==> src/rtl/store_pkg.sv <==
package store_pkg;

   typedef enum logic [1:0] {
      SZ_BYTE = 2'd0,
      SZ_HALF = 2'd1,
      SZ_WORD = 2'd2
   } acc_size_e;

   typedef struct packed {
      logic      is_store;
      logic      use_reg;
      acc_size_e size;
   } st_dec_t;

endpackage

==> src/rtl/store_decode.sv <==
module store_decode
   import store_pkg::*;
#(
   parameter int INSTR_W      = 32,
   parameter int DATA_W       = 32,
   parameter int OPC_W        = 7,
   parameter int IMM_W        = 15,
   parameter logic [OPC_W-1:0] OPC_WORD_IMM = 7'h18,
   parameter logic [OPC_W-1:0] OPC_WORD_REG = 7'h19,
   parameter logic [OPC_W-1:0] OPC_HALF_IMM = 7'h1d,
   parameter logic [OPC_W-1:0] OPC_HALF_REG = 7'h1a,
   parameter logic [OPC_W-1:0] OPC_BYTE_IMM = 7'h1b,
   parameter logic [OPC_W-1:0] OPC_BYTE_REG = 7'h1c
) (
   input  logic [INSTR_W-1:0] instr,
   output st_dec_t            dec,
   output logic [DATA_W-1:0]  imm_ext
);
   localparam int LO_W = 4;
   localparam int HI_W = IMM_W - LO_W;
   localparam int LO_POS = OPC_W;
   localparam int HI_POS = INSTR_W - HI_W;

   logic [OPC_W-1:0]  opc;
   logic [IMM_W-1:0]  imm_raw;
   logic [DATA_W-1:0] imm_sx;

   assign opc     = instr[OPC_W-1:0];
   assign imm_raw = {instr[HI_POS +: HI_W], instr[LO_POS +: LO_W]};
   assign imm_sx  = {{(DATA_W-IMM_W){imm_raw[IMM_W-1]}}, imm_raw};

   always_comb begin
      dec = '{is_store: 1'b1, use_reg: 1'b0, size: SZ_WORD};
      if      (opc == OPC_WORD_IMM) dec = '{1'b1, 1'b0, SZ_WORD};
      else if (opc == OPC_WORD_REG) dec = '{1'b1, 1'b1, SZ_WORD};
      else if (opc == OPC_HALF_IMM) dec = '{1'b1, 1'b0, SZ_HALF};
      else if (opc == OPC_HALF_REG) dec = '{1'b1, 1'b1, SZ_HALF};
      else if (opc == OPC_BYTE_IMM) dec = '{1'b1, 1'b0, SZ_BYTE};
      else if (opc == OPC_BYTE_REG) dec = '{1'b1, 1'b1, SZ_BYTE};
      else                          dec = '{1'b0, 1'b0, SZ_BYTE};
   end

   always_comb begin
      unique case (dec.size)
         SZ_WORD: imm_ext = imm_sx << 2;
         SZ_HALF: imm_ext = imm_sx << 1;
         default: imm_ext = imm_sx;
      endcase
   end

endmodule

==> src/rtl/store_agen.sv <==
module store_agen
   import store_pkg::*;
#(
   parameter int DATA_W = 32
) (
   input  logic [DATA_W-1:0] base_val,
   input  logic [DATA_W-1:0] imm_ext,
   input  logic [DATA_W-1:0] off_val,
   input  logic              use_reg,
   input  acc_size_e         size,
   output logic [DATA_W-1:0] addr,
   output logic              misaligned
);
   logic [DATA_W-1:0] offset;

   assign offset = use_reg ? off_val : imm_ext;
   assign addr   = base_val + offset;

   always_comb begin
      unique case (size)
         SZ_WORD: misaligned = |addr[1:0];
         SZ_HALF: misaligned = addr[0];
         default: misaligned = 1'b0;
      endcase
   end

endmodule

==> src/rtl/store_lanes.sv <==
module store_lanes
   import store_pkg::*;
#(
   parameter int DATA_W = 32,
   localparam int LANES = DATA_W / 8
) (
   input  acc_size_e         size,
   input  logic [1:0]        addr_lo,
   input  logic [DATA_W-1:0] src,
   output logic [LANES-1:0]  be,
   output logic [DATA_W-1:0] wdata
);
   for (genvar i = 0; i < LANES; i++) begin : g_lane
      localparam logic [1:0] LIDX = 2'(i);
      logic       lane_be;
      logic [7:0] lane_d;

      always_comb begin
         unique case (size)
            SZ_WORD: begin
               lane_be = 1'b1;
               lane_d  = src[i*8 +: 8];
            end
            SZ_HALF: begin
               lane_be = (LIDX[1] == addr_lo[1]);
               lane_d  = src[(i%2)*8 +: 8];
            end
            default: begin
               lane_be = (LIDX == addr_lo);
               lane_d  = src[7:0];
            end
         endcase
      end

      assign be[i]          = lane_be;
      assign wdata[i*8 +: 8] = lane_d;
   end

endmodule

==> src/rtl/store_exec_unit.sv <==
module store_exec_unit
   import store_pkg::*;
#(
   parameter int INSTR_W = 32,
   parameter int DATA_W  = 32,
   parameter int REG_W   = 5,
   parameter int OPC_W   = 7,
   parameter int IMM_W   = 15,
   parameter logic [OPC_W-1:0] OPC_WORD_IMM = 7'h18,
   parameter logic [OPC_W-1:0] OPC_WORD_REG = 7'h19,
   parameter logic [OPC_W-1:0] OPC_HALF_IMM = 7'h1d,
   parameter logic [OPC_W-1:0] OPC_HALF_REG = 7'h1a,
   parameter logic [OPC_W-1:0] OPC_BYTE_IMM = 7'h1b,
   parameter logic [OPC_W-1:0] OPC_BYTE_REG = 7'h1c,
   localparam int LANES = DATA_W / 8
) (
   input  logic               clk,
   input  logic               rst_n,
   input  logic               instr_valid,
   input  logic [INSTR_W-1:0] instr,
   output logic [REG_W-1:0]   rf_base_idx,
   output logic [REG_W-1:0]   rf_data_idx,
   output logic [REG_W-1:0]   rf_off_idx,
   input  logic [DATA_W-1:0]  rf_base_val,
   input  logic [DATA_W-1:0]  rf_data_val,
   input  logic [DATA_W-1:0]  rf_off_val,
   output logic               mem_we,
   output logic [DATA_W-1:0]  mem_addr,
   output logic [LANES-1:0]   mem_be,
   input  logic               mem_fault,
   output logic [DATA_W-1:0]  mem_wdata,
   output logic               done,
   output logic               fault
);
   localparam int BASE_POS = OPC_W + 4;
   localparam int DATA_POS = BASE_POS + REG_W;
   localparam int OFF_POS  = DATA_POS + REG_W;

   if (DATA_W != 32) begin : g_bad_data_w
      $error("store_exec_unit: DATA_W must be 32");
   end
   if (INSTR_W != OPC_W + 4 + 2*REG_W + (IMM_W - 4)) begin : g_bad_layout
      $error("store_exec_unit: instruction fields do not fill INSTR_W");
   end
   if (OFF_POS + REG_W > INSTR_W) begin : g_bad_off_pos
      $error("store_exec_unit: offset register field exceeds INSTR_W");
   end
   if (OPC_WORD_IMM == OPC_WORD_REG || OPC_WORD_IMM == OPC_HALF_IMM ||
       OPC_WORD_IMM == OPC_HALF_REG || OPC_WORD_IMM == OPC_BYTE_IMM ||
       OPC_WORD_IMM == OPC_BYTE_REG || OPC_WORD_REG == OPC_HALF_IMM ||
       OPC_WORD_REG == OPC_HALF_REG || OPC_WORD_REG == OPC_BYTE_IMM ||
       OPC_WORD_REG == OPC_BYTE_REG || OPC_HALF_IMM == OPC_HALF_REG ||
       OPC_HALF_IMM == OPC_BYTE_IMM || OPC_HALF_IMM == OPC_BYTE_REG ||
       OPC_HALF_REG == OPC_BYTE_IMM || OPC_HALF_REG == OPC_BYTE_REG ||
       OPC_BYTE_IMM == OPC_BYTE_REG) begin : g_dup_opcode
      $error("store_exec_unit: store opcodes must be distinct");
   end

   st_dec_t           dec;
   logic [DATA_W-1:0] imm_ext;
   logic [DATA_W-1:0] addr_d;
   logic              misal_d;
   logic [LANES-1:0]  be_d;
   logic [DATA_W-1:0] wdata_d;

   assign rf_base_idx = instr[BASE_POS +: REG_W];
   assign rf_data_idx = instr[DATA_POS +: REG_W];
   assign rf_off_idx  = instr[OFF_POS  +: REG_W];

   store_decode #(
      .INSTR_W(INSTR_W), .DATA_W(DATA_W), .OPC_W(OPC_W), .IMM_W(IMM_W),
      .OPC_WORD_IMM(OPC_WORD_IMM), .OPC_WORD_REG(OPC_WORD_REG),
      .OPC_HALF_IMM(OPC_HALF_IMM), .OPC_HALF_REG(OPC_HALF_REG),
      .OPC_BYTE_IMM(OPC_BYTE_IMM), .OPC_BYTE_REG(OPC_BYTE_REG)
   ) u_decode (
      .instr   (instr),
      .dec     (dec),
      .imm_ext (imm_ext)
   );

   store_agen #(.DATA_W(DATA_W)) u_agen (
      .base_val   (rf_base_val),
      .imm_ext    (imm_ext),
      .off_val    (rf_off_val),
      .use_reg    (dec.use_reg),
      .size       (dec.size),
      .addr       (addr_d),
      .misaligned (misal_d)
   );

   store_lanes #(.DATA_W(DATA_W)) u_lanes (
      .size    (dec.size),
      .addr_lo (addr_d[1:0]),
      .src     (rf_data_val),
      .be      (be_d),
      .wdata   (wdata_d)
   );

   logic              stage_vld;
   logic              misal_q;
   acc_size_e         size_q;
   logic [DATA_W-1:0] addr_q;
   logic [LANES-1:0]  be_q;
   logic [DATA_W-1:0] wdata_q;

   always_ff @(posedge clk) begin
      if (!rst_n) begin
         stage_vld <= 1'b0;
         misal_q   <= 1'b0;
         size_q    <= SZ_BYTE;
         addr_q    <= '0;
         be_q      <= '0;
         wdata_q   <= '0;
      end else begin
         stage_vld <= instr_valid && dec.is_store;
         if (instr_valid && dec.is_store) begin
            misal_q <= misal_d;
            size_q  <= dec.size;
            addr_q  <= addr_d;
            be_q    <= be_d;
            wdata_q <= wdata_d;
         end
      end
   end

   assign mem_we    = stage_vld && !misal_q;
   assign mem_addr  = addr_q;
   assign mem_be    = mem_we ? be_q : '0;
   assign mem_wdata = wdata_q;
   assign done      = stage_vld;
   assign fault     = stage_vld && (misal_q || mem_fault);

   AST_IDLE_NO_WRITE: assert property (@(posedge clk) disable iff (!rst_n)
      !done |-> (!mem_we && mem_be == '0));
   AST_WORD_ALL_LANES: assert property (@(posedge clk) disable iff (!rst_n)
      (mem_we && size_q == SZ_WORD) |-> (mem_be == '1));
   AST_HALF_TWO_LANES: assert property (@(posedge clk) disable iff (!rst_n)
      (mem_we && size_q == SZ_HALF) |-> (mem_be == 4'b0011 || mem_be == 4'b1100));
   AST_BYTE_ONE_LANE: assert property (@(posedge clk) disable iff (!rst_n)
      (mem_we && size_q == SZ_BYTE) |-> ($countones(mem_be) == 1));
   AST_NO_MISALIGNED_WRITE: assert property (@(posedge clk) disable iff (!rst_n)
      mem_we |-> !((size_q == SZ_WORD && mem_addr[1:0] != 2'b00) ||
                   (size_q == SZ_HALF && mem_addr[0])));
   AST_FAULT_NEEDS_DONE: assert property (@(posedge clk) disable iff (!rst_n)
      fault |-> done);
   AST_DONE_AFTER_STORE: assert property (@(posedge clk) disable iff (!rst_n)
      done |-> $past(instr_valid && dec.is_store));

endmodule

==> config.mk <==
export PLATFORM = sky130hd
export DESIGN_NAME = store_exec_unit
export DESIGN_NICKNAME = d
export VERILOG_FILES = /design/src/rtl/store_pkg.sv /design/src/rtl/store_decode.sv /design/src/rtl/store_agen.sv /design/src/rtl/store_lanes.sv /design/src/rtl/store_exec_unit.sv
export SDC_FILE = /design/constraint.sdc
export NUM_CORES = 1
export LEC_CHECK = 0
export ABC_CLOCK_PERIOD_IN_PS = 5600
export BUFFER_PORTS_ARGS = -buffer_cell sky130_fd_sc_hd__buf_2
export CAP_MARGIN = 20
export CELL_PAD_IN_SITES_DETAIL_PLACEMENT = 1
export CELL_PAD_IN_SITES_GLOBAL_PLACEMENT = 1
export CORE_MARGIN = 2
export CORE_UTILIZATION = 34
export CTS_CLUSTER_SIZE = 16
export DETAILED_ROUTE_END_ITERATION = 7
export PLACE_DENSITY = 0.87
export SYNTH_ARGS = -nofsm -noshare
export SYNTH_HDL_FRONTEND = slang
export SYNTH_SLANG_ARGS = --single-unit
==> constraint.sdc <==
create_clock -name clk -period 5.6 [get_ports clk]
set_input_delay 1.12 -clock clk [delete_from_list [all_inputs] [get_ports clk]]
set_output_delay 1.12 -clock clk [all_outputs]
set_load 0.05 [all_outputs]
==> summary.md <==
* complete, no violations — run status
* 235.4 nW/um^2 — Pwr Density
* mem_addr[7]$_SDFFE_PN0P_ — hold endpoint
* input port — crit start category
* 0 — Max Cap Violations
* 0 ns — clk_skew
* 16640 um^2 — area enclosed by the die boundary
* 34.83% — Initial Util
* 0.9551 — global placement routability congestion
* ha_2 — highest-delay cell along the critical path
* 28.67% — fraction of final layout cells sized beyond drive strength 1
* 29.10% — headroom to the max-slew limit
* flip-flop to flip-flop — worst hold path class
* 0 — Gates resized, CTS repair
* 1092 — Final Instance Count excl. Fillers
* 4.845 ns — minimum clock period
* done — TritonCTS clock tree
* 5.80 ns — required arrival time at the worst endpoint
* compound AO/OA/AOI/OAI gates — critical path's top delay family
* 0.67 ns — biggest cell delay along the critical path
* 884 — syn_nets
* 2 — clock tree buffer depth
* 9 — CTS buffer count
* 5314 um^2 — total standard cell area after synthesis
* 0 — warning count from the yosys run
* buf_2 > and4bb_2 > o21ai_0 > ha_2 > nand2b_1 > o21ai_0 > mux2_2 > ha_1 > nand2_1 > a21oi_1 > nor2_1 > o21ai_0 > o311ai_4 > a32o_1 > xor2_1 > o21ai_1 — crit path cell chain
* 4.121% — synthesized-area fraction occupied by xor and xnor cells
* 70 — CTS Sinks
* 129.0 um — Die Ht
* 0 ns — sum of negative setup slack
* 0 — total DRC errors in the routed layout
* 5.389 — Vias per Instance
* mem_addr[7]$_SDFFE_PN0P_ — startpoint of the tightest hold check path
* 19.09 mm — Routed Wire Length
* o21ai_0 — Top cell by count, worst path
* flip-flop — Critical Path Sink Type
* 129.0 um — width of the die
* 45 — count of standard-cell rows
* dfxtp_1 — most used flip-flop cell after synthesis
* 59 — maximum number of pins on one net before global-route repair
* 0 — Post CTS Setup Buffer Count
* 1.572 mW — total power
* 5.05 ns — CP arrival
* 8.147% — adder-cell share of the synthesized area
* 7.401 um^2 — Post-Synthesis Mean Instance Area
* 2 — depth of the most critical reg-to-reg path
* 1073 — count of placed standard cells including taps
* 30 — CP Max Fanout
* 206.4 MHz — maximum frequency from static timing analysis
* 6335 um^2 — DP Area
* input port to flip-flop — startpoint-to-endpoint class of the critical path
* 0 — max-slew violation total from the final report
* 3 — H-tree Lvls
* 19.28% — simple logic cell fraction of the synthesized area
* 5 — first-pass iteration count of the detailed router
* 0% — share of flip-flops with an asynchronous set or reset after synthesis
* 2 — number of antenna violations at the first check in global routing
* 86.51% — share of the clock period used by the worst path
* 1.062 ns — slew of the pin with the lowest slew margin
* 25.64% — P&R area growth vs syn
* 14.73 mm — sum of net half-perimeters after detailed placement
* 2 — Hold Crit Depth
* 30.28 mm — wire length of the first global-routing pass
* 0 — Fin. Hold Viols
* 26.37% — part of the Yosys area used for sequential elements
* 33.25% — synthesized-area fraction occupied by ao, oa, aoi and oai cells
* 2.096% — proportion of synthesized area in mux cells
* 0.34 ns — worst-skew pair later-pin latency
* 718 — Synth Instances
* 5885 — routed vias
* mem_wdata[13]$_SDFFE_PN0P_ — worst flop-to-flop path startpoint
* compound AO/OA/AOI/OAI gates — main combinational cell family by area after synthesis
* 197 — number of buffer cells added on primary ports
* mem_wdata[13]$_SDFFE_PN0P_ — reg2reg end
* 22.89% — gr usage total
* 0 — number of buffers inserted by hold repair at cts
* 0 — number of nets with antenna violations after routing
* 16 — WP depth
* false — RSZ-0062 raised after global routing
* 6676 um^2 — Final Instance Area
* 70 — flip-flop and latch count after synthesis
* 5983 — number of global-route vias before repair
* 1 — count of buffer and inverter cells on the critical path
* 67 — number of different library cells in the post-synthesis netlist
* 0.06 ns — Clock Pin Slew Worst Setup and Hold Paths
* clkbuf_16 — Root Buffer Master
* 241 — number of DRC markers after the initial detailed-route iteration
* 1040 — fin nets
* 4.83 ns — flop-to-flop setup slack
* 15260 um^2 — core region area
* 2.925 nW — LEAKAGE
* 0 — EDFF count, synth
* 17.48 um — routed length per instance
* 0.4527 ns — Min Hold Slack
* 218 — number of primary I/O pins
* 163.1 uV — worst voltage drop across the vdd grid
* 0 — overall overflow remaining after global route
* 0 — final setup violation count
[cell families (layout without fill, tap and decap cells)]
group | Yosys count | in the layout
multiplexers | 11 | 11
flip-flops | 70 | 70
other | 0 | 2
buffers and inverters | 77 | 238
AO/OA/AOI/OAI | 266 | 266
AND/OR/NAND/NOR | 235 | 235
adder cells (fa/ha/maj) | 34 | 34
XOR/XNOR | 25 | 25
[cell type report]
| class | instances | area (um^2) |
|---|---|---|
| fillers | 1977 | 8582 |
| multi-input cells | 571 | 3563 |
| flip-flops and latches | 70 | 1401 |
| repair buffers | 206 | 1066 |
| well taps | 211 | 264.0 |
| clock buffers | 11 | 232.7 |
| clock inverters | 5 | 83.83 |
| inverters | 16 | 60.06 |
| diodes | 2 | 5.005 |
[worst max path at each step]
stage / slack, ns / to / startpoint
5_1_grt: 0.40 / mem_addr[29]$_SDFFE_PN0P_ / instr[5]
3_3_place_gp: 0.59 / mem_addr[28]$_SDFFE_PN0P_ / instr[5]
3_5_place_dp: 0.45 / mem_addr[26]$_SDFFE_PN0P_ / instr[5]
4_1_cts: 0.77 / mem_addr[29]$_SDFFE_PN0P_ / instr[5]
6_report: 0.76 / mem_addr[29]$_SDFFE_PN0P_ / instr[5]
2_1_floorplan: 1.09 / mem_addr[26]$_SDFFE_PN0P_ / instr[5]
[per-stage QoR]
| step | setup WS (ns) | utilization [%] |
|---|---|---|
| finish | 0.7552 | 43.76 |
| global route | 0.4041 | 43.76 |
| CTS | 0.7681 | 43.59 |
| detailed placement | 0.4452 | 41.52 |
| global placement | 0.5906 | 41.52 |
| floorplan | 1.095 | - |
[metal layers]
metal | global-route usage [%] | wire [um] | vias to the layer above
li1 | - | - | 2863
met1 | 27.70 | 8333 | 2796
met2 | 40.43 | 9204 | 184
met3 | 4.335 | 977 | 42
met4 | 8.376 | 573 | 0
met5 | 0 | 0 | -
[state kept, by name, indices dropped and copies added (netlist names)]
name and flops:
be_q 4, done 1, mem_addr 32, mem_wdata 32
misal_q 1
[cells in the mapped netlist, types with 4 or more instances]
master | instances | share of area [%]
nand2_1 | 125 | 8.8
a21oi_1 | 86 | 8.1
dfxtp_1 | 70 | 26
o21ai_0 | 57 | 5.4
nor2_1 | 53 | 3.7
clkbuf_1 | 37 | 2.6
ha_1 | 33 | 7.8
a21o_1 | 26 | 3.7
a22oi_1 | 22 | 3.1
buf_4 | 17 | 2.4
nand3_1 | 16 | 1.5
inv_1 | 15 | 1.1
xor2_1 | 14 | 2.3
a211oi_1 | 12 | 1.7
xnor2_1 | 11 | 1.8
mux2i_1 | 10 | 1.9
nand2b_1 | 10 | 1.2
a311oi_1 | 8 | 1.3
o21ai_1 | 8 | 0.75
and2_1 | 6 | 0.71
nor2b_1 | 6 | 0.71
o21bai_1 | 6 | 0.85
a31oi_1 | 5 | 0.59
nand4_1 | 4 | 0.47
o211ai_1 | 4 | 0.57
[cells in the final DEF (no fill, tap or decap), types with 12 or more instances in the layout]
cell / count
a211oi_1: 12
a21o_1: 26
a21oi_1: 86
a22oi_1: 22
buf_2: 197
dfxtp_1: 70
ha_1: 32
inv_1: 15
nand2_1: 125
nand3_1: 15
nor2_1: 53
o21ai_0: 57
xor2_1: 14
[power by group]
part	total [mW]	switching (mW)	internal, mW
clock	0.627	0.236	0.391
sequential	0.509	0.00399	0.505
combinational	0.435	0.272	0.163
total	1.57	0.512	1.06
[worst register-to-register path, cell delays in order (launching register included)]
cell and delay (ns):
dfxtp_1 0.33, nor2_1 0.05, a311oi_1 0.28
(Power assumes the default switching activity.)
